===== config.mk =====
export PLATFORM = sky130hd
export DESIGN_NAME = src_operand_eval
export DESIGN_NICKNAME = d
export VERILOG_FILES = /design/src/rtl/src_operand_eval.sv
export SDC_FILE = /design/constraint.sdc
export NUM_CORES = 1
export LEC_CHECK = 0
export CORE_MARGIN = 2
export CORE_UTILIZATION = 42
export DETAILED_ROUTE_END_ITERATION = 8
export GPL_TIMING_DRIVEN = 0
export HOLD_SLACK_MARGIN = 0.06
export PLACE_DENSITY = 0.93
export SLEW_MARGIN = 40
export SYNTH_ARGS = -nofsm -noshare
export SYNTH_HDL_FRONTEND = slang
export SYNTH_SLANG_ARGS = --single-unit

===== constraint.sdc =====
create_clock -name clk -period 4.35 [get_ports clk]
set_clock_uncertainty 0.1 [all_clocks]
set_input_delay 0.87 -clock clk [delete_from_list [all_inputs] [get_ports clk]]
set_output_delay 0.87 -clock clk [all_outputs]
set_load 0.01 [all_outputs]

===== src/rtl/src_operand_eval.sv =====
module src_operand_eval #(
  parameter int W = 16
) (
  input  logic         clk,
  input  logic         rst_n,
  input  logic [1:0]   src_mode,
  input  logic [3:0]   src_reg,
  input  logic         byte_op,
  input  logic [W-1:0] reg_val,
  input  logic [W-1:0] ext_word,
  input  logic [W-1:0] pc_val,
  output logic [1:0]   opnd_sel,
  output logic [W-1:0] eff_addr,
  output logic [W-1:0] const_val,
  output logic         need_ext,
  output logic         need_mem,
  output logic [1:0]   reg_incr,
  output logic [1:0]   pc_incr
);
  localparam logic [1:0] SEL_REG = 2'b00, SEL_CON = 2'b01, SEL_MEM = 2'b10, SEL_EXT = 2'b11;

  wire is_pc  = (src_reg == 4'd0);
  wire is_sr  = (src_reg == 4'd2);
  wire is_cg  = (src_reg == 4'd3);
  wire [W-1:0] idx_base = is_pc ? pc_val : (is_sr ? '0 : reg_val);

  logic [1:0]   n_sel, n_ri, n_pi;
  logic [W-1:0] n_addr, n_con;
  logic         n_ext, n_mem;

  always_comb begin
    n_sel = SEL_REG; n_addr = '0; n_con = '0;
    n_ext = 1'b0; n_mem = 1'b0; n_ri = 2'd0; n_pi = 2'd0;
    case (src_mode)
      2'b00: if (is_cg) n_sel = SEL_CON;
      2'b01: if (is_cg) begin
               n_sel = SEL_CON; n_con = W'(1);
             end else begin
               n_sel = SEL_MEM; n_addr = ext_word + idx_base;
               n_ext = 1'b1; n_mem = 1'b1; n_pi = 2'd2;
             end
      2'b10: if (is_cg) begin
               n_sel = SEL_CON; n_con = W'(2);
             end else if (is_sr) begin
               n_sel = SEL_CON; n_con = W'(4);
             end else begin
               n_sel = SEL_MEM; n_addr = reg_val; n_mem = 1'b1;
             end
      default: if (is_cg) begin
               n_sel = SEL_CON; n_con = '1;
             end else if (is_sr) begin
               n_sel = SEL_CON; n_con = W'(8);
             end else if (is_pc) begin
               n_sel = SEL_EXT; n_addr = pc_val; n_ext = 1'b1; n_pi = 2'd2;
             end else begin
               n_sel = SEL_MEM; n_addr = reg_val; n_mem = 1'b1;
               n_ri = byte_op ? 2'd1 : 2'd2;
             end
    endcase
  end

  always_ff @(posedge clk) begin
    if (!rst_n) begin
      opnd_sel <= SEL_REG; eff_addr <= '0; const_val <= '0;
      need_ext <= 1'b0; need_mem <= 1'b0; reg_incr <= 2'd0; pc_incr <= 2'd0;
    end else begin
      opnd_sel <= n_sel; eff_addr <= n_addr; const_val <= n_con;
      need_ext <= n_ext; need_mem <= n_mem; reg_incr <= n_ri; pc_incr <= n_pi;
    end
  end

  p_ext_steps_pc_r2: assert property (@(posedge clk) disable iff (!rst_n)
    need_ext |-> pc_incr == 2'd2);

  p_const_quiet_r8: assert property (@(posedge clk) disable iff (!rst_n)
    opnd_sel == SEL_CON |-> (!need_mem && !need_ext && reg_incr == 2'd0 && pc_incr == 2'd0));

  p_step_only_autoinc_r6: assert property (@(posedge clk) disable iff (!rst_n)
    ($past(rst_n) && reg_incr != 2'd0) |-> $past(src_mode) == 2'b11);

  p_absolute_zero_base_r4: assert property (@(posedge clk) disable iff (!rst_n)
    ($past(rst_n) && $past(src_mode) == 2'b01 && $past(src_reg) == 4'd2)
      |-> eff_addr == $past(ext_word));

  p_symbolic_sum_r3: assert property (@(posedge clk) disable iff (!rst_n)
    ($past(rst_n) && $past(src_mode) == 2'b01 && $past(src_reg) == 4'd0)
      |-> eff_addr == W'($past(ext_word) + $past(pc_val)));
endmodule


==> metrics.cfg, run 1 <==
[run_status]
status = completed

[worst_setup_path]
arrival_ns = 4.19
startpoint = src_reg[0]
path_cells = clkdlybuf4s50_1, buf_6, or3_4, buf_4, nand2_1, o21ai_2, ha_1, fa_1, a21o_1, a221oi_2, o21ai_1, a221oi_2, xor2_1, o22ai_1
critPathMaxStageDelay_ns = 0.50
cp-end-kind = register
crit_type = in -> reg
cp_slowest_cell = clkdlybuf4s50_1
cp-start-kind = input pin
critPathMaxFanout = 10
crit_required_ns = 4.40
path_buf_inv = 3
cpLargestDelayFamily = compound AO/OA/AOI/OAI gates
crit_path_frequent_cell = a221oi_2

[route]
drtAntennaViolNets = 0
drc = 0
firstDrtPassIters = 5
drt_iter0_markers = 253
routedWlPerCell_microns = 13.8
vias_per_cell = 5.40
wirelength_microns = 5890
route.vias.total = 2300

[pwr]
p_total_uw = 710
power_per_cell_area_mw_per_mm2 = 225
p_leak_nw = 1.29
worst_ir_drop_vdd_v = 0.000162

[yosys]
synth_area_sq_mm = 0.00208
synth-async-reset-ratio_pct = 0
synth_cells = 260
syn_avg_cell_area_sq_um = 7.99
ys_ff_latch = 27
ys_top_cells_by_area = dfxtp_1, ha_1, nand2_1
synth_top_cell_by_area = dfxtp_1
yosysMostFrequentCell = nand2_1
syn_nets = 335
synth_top_area_share_pct = 26.0
synthFlopType = dfxtp_1
ys_warn_count = 0
ys_seq_area_share_pct = 26.0
synth_commonest_cells = nand2_1, dfxtp_1, a21oi_1
synth-edff-count = 0
ys_types = 48

[clocking]
cts_sinks = 27
tritoncts = built
cts_buffers = 3
clkTransAtPathRegs_ns = 0.10
hold_buffers = 0
clockRootBuffer = clkbuf_8
cts_buffer_depth = 2
cts.htree.levels = 1

[sta]
rsz0062_at_grt = false
timing.hold.ws_ns = 1.07
max_slew_margin_pct = 57.7
drv_slew = 0
min_period_ns = 4.14
hold_violations = 0
worstMarginPinSlew_ns = 0.628
setup_viol = 0
fmax_mhz = 242
finalCritPeriodShare_pct = 95.2

[floorplanning]
std_cell_rows = 25
dieArea_sq_mm = 0.00552
die_h_microns = 74.3
start_util_pct = 43.7
pin_count = 97
chipWidth_microns = 74.3
coreArea_sq_mm = 0.00475

[cells_and_area]
fillers = 387
seq_area_sq_um = 541
syn2layout_area_growth_pct = 52.1
nNetsFinal = 435
antenna_cells = 0
final_core_util_pct = 66.4
design_area_sq_mm = 0.00316
drive_above_1_share_pct = 9.19
multi_input_area_sq_mm = 0.00139

[placed_design]
hpwl_microns = 4820
io_buffers = 95
place_area_sq_mm = 0.00311
gp_congestion = 0.924

[grt]
grt_pass1_vias = 2036
grt_max_degree = 16
grt_overflow = 0
antenna_found_initial = 0
grt.total_usage_pct = 20.5
grt_first_pass_wirelength_microns = 9030

[min_path]
hp-start = reg_val[0]
hold_class = in -> reg

[job]
drv_cap = 0

[worst paths after layout]
check      endpoint  cells past startpoint
min     eff_addr[0]                      3
max    eff_addr[14]                     14
[layout by cell type (no fill, tap or decap), types with 2 or more instances in the layout]
cell             synthesis  routed
a21o_1                   7       7
a21oi_1                 26      26
a221o_1                  2       2
a221oi_2                 2       2
a22oi_1                 11      11
a31oi_1                  3       3
and2_1                   4       4
and3_1                   5       5
buf_4                   14      14
clkbuf_1                 4       3
clkbuf_8                 0       3
clkdlybuf4s50_1          0      95
dfxtp_1                 27      27
ha_1                    17      17
nand2_1                 42      42
nand2b_1                 6       6
nand3_1                  3       3
nor2_1                  19      19
nor2b_1                  2       2
nor4_1                   2       2
o21a_1                   2       2
o21ai_0                  6       6
o21ai_2                  5       5
o21bai_1                 3       3
o22ai_1                  9       9
xnor2_1                  8       8
xor2_1                   8       8
[flip-flops by register name, indices dropped and copies added (netlist names)]
signal and flops:
eff_addr 16, const_val 5, opnd_sel 2, reg_incr 2, need_mem 1, pc_incr 1
[cell type report]
class / instances / share of cell area [%]
clock inverters: 1 / 0.158
inverters: 2 / 0.238
clock buffers: 3 / 1.31
flip-flops and latches: 27 / 17.1
well taps: 67 / 2.65
multi-input cells: 210 / 44.0
repair buffers: 95 / 30.1
plain buffers: 21 / 4.48
[worst min-delay path, delay by kind of cell]
kind / cells / cell delay [ns]
buffers and inverters: 1 / 0.42
AOI/OAI and AO/OA: 1 / 0.05
and+or+nand+nor: 1 / 0.07
[logic make-up (layout without fill, tap and decap cells)]
| group | Yosys count | count (layout) | synth area share [%] |
|---|---|---|---|
| simple gates | 91 | 91 | 21.1 |
| flops | 27 | 27 | 26.0 |
| fa+ha+maj | 18 | 18 | 11.2 |
| compound gates | 84 | 84 | 27.7 |
| other cells | 1 | 1 | 0.181 |
| buf+inv | 23 | 122 | 7.11 |
| xor+xnor | 16 | 16 | 6.75 |
[timing repair]
item                       in CTS  in global routing
setup endpoints to repair       0                  4
resized for setup               0                  2
setup buffers                   0                  0
[through the flow]
stage | std cells | setup TNS, ns | setup WS (ns)
3_3_place_gp | 422 | -0.0113 | -0.0113
2_1_floorplan | 260 | 0 | 0.760
5_1_grt | 426 | 0 | 0.0890
4_1_cts | 426 | 0 | 0.238
6_report | 426 | 0 | 0.210
3_5_place_dp | 422 | -0.143 | -0.0603
[where the power goes]
group          internal, mW  switching (mW)  total, mW
Sequential            0.263         0.00439      0.267
Combinational         0.156           0.143      0.300
Clock                0.0642          0.0789      0.143
Total                 0.483           0.226      0.710
[metal layers]
metal | track usage (%) | routed length (microns) | up-vias
met4 | 6.35 | 154 | 0
met3 | 2.30 | 440 | 16
li1 | - | - | 1124
met5 | 0 | 0 | -
met1 | 26.8 | 2520 | 1033
met2 | 35.6 | 2770 | 127
No activity file was read; power rests on OpenSTA's default activity.
==> run 2: changes to the inputs <==
--- a/constraint.sdc
+++ b/constraint.sdc
@@ -3,3 +3,3 @@
 set_input_delay 0.87 -clock clk [delete_from_list [all_inputs] [get_ports clk]]
 set_output_delay 0.87 -clock clk [all_outputs]
-set_load 0.01 [all_outputs]
+set_load 0.05 [all_outputs]
==> results of run 2 <==
Same layout as run 1 (identical final DEF). Status: completed.
Among the figures that moved: total power 0.710 mW -> 0.761 mW; worst IR drop on VDD 0.000162 V -> 0.000165 V
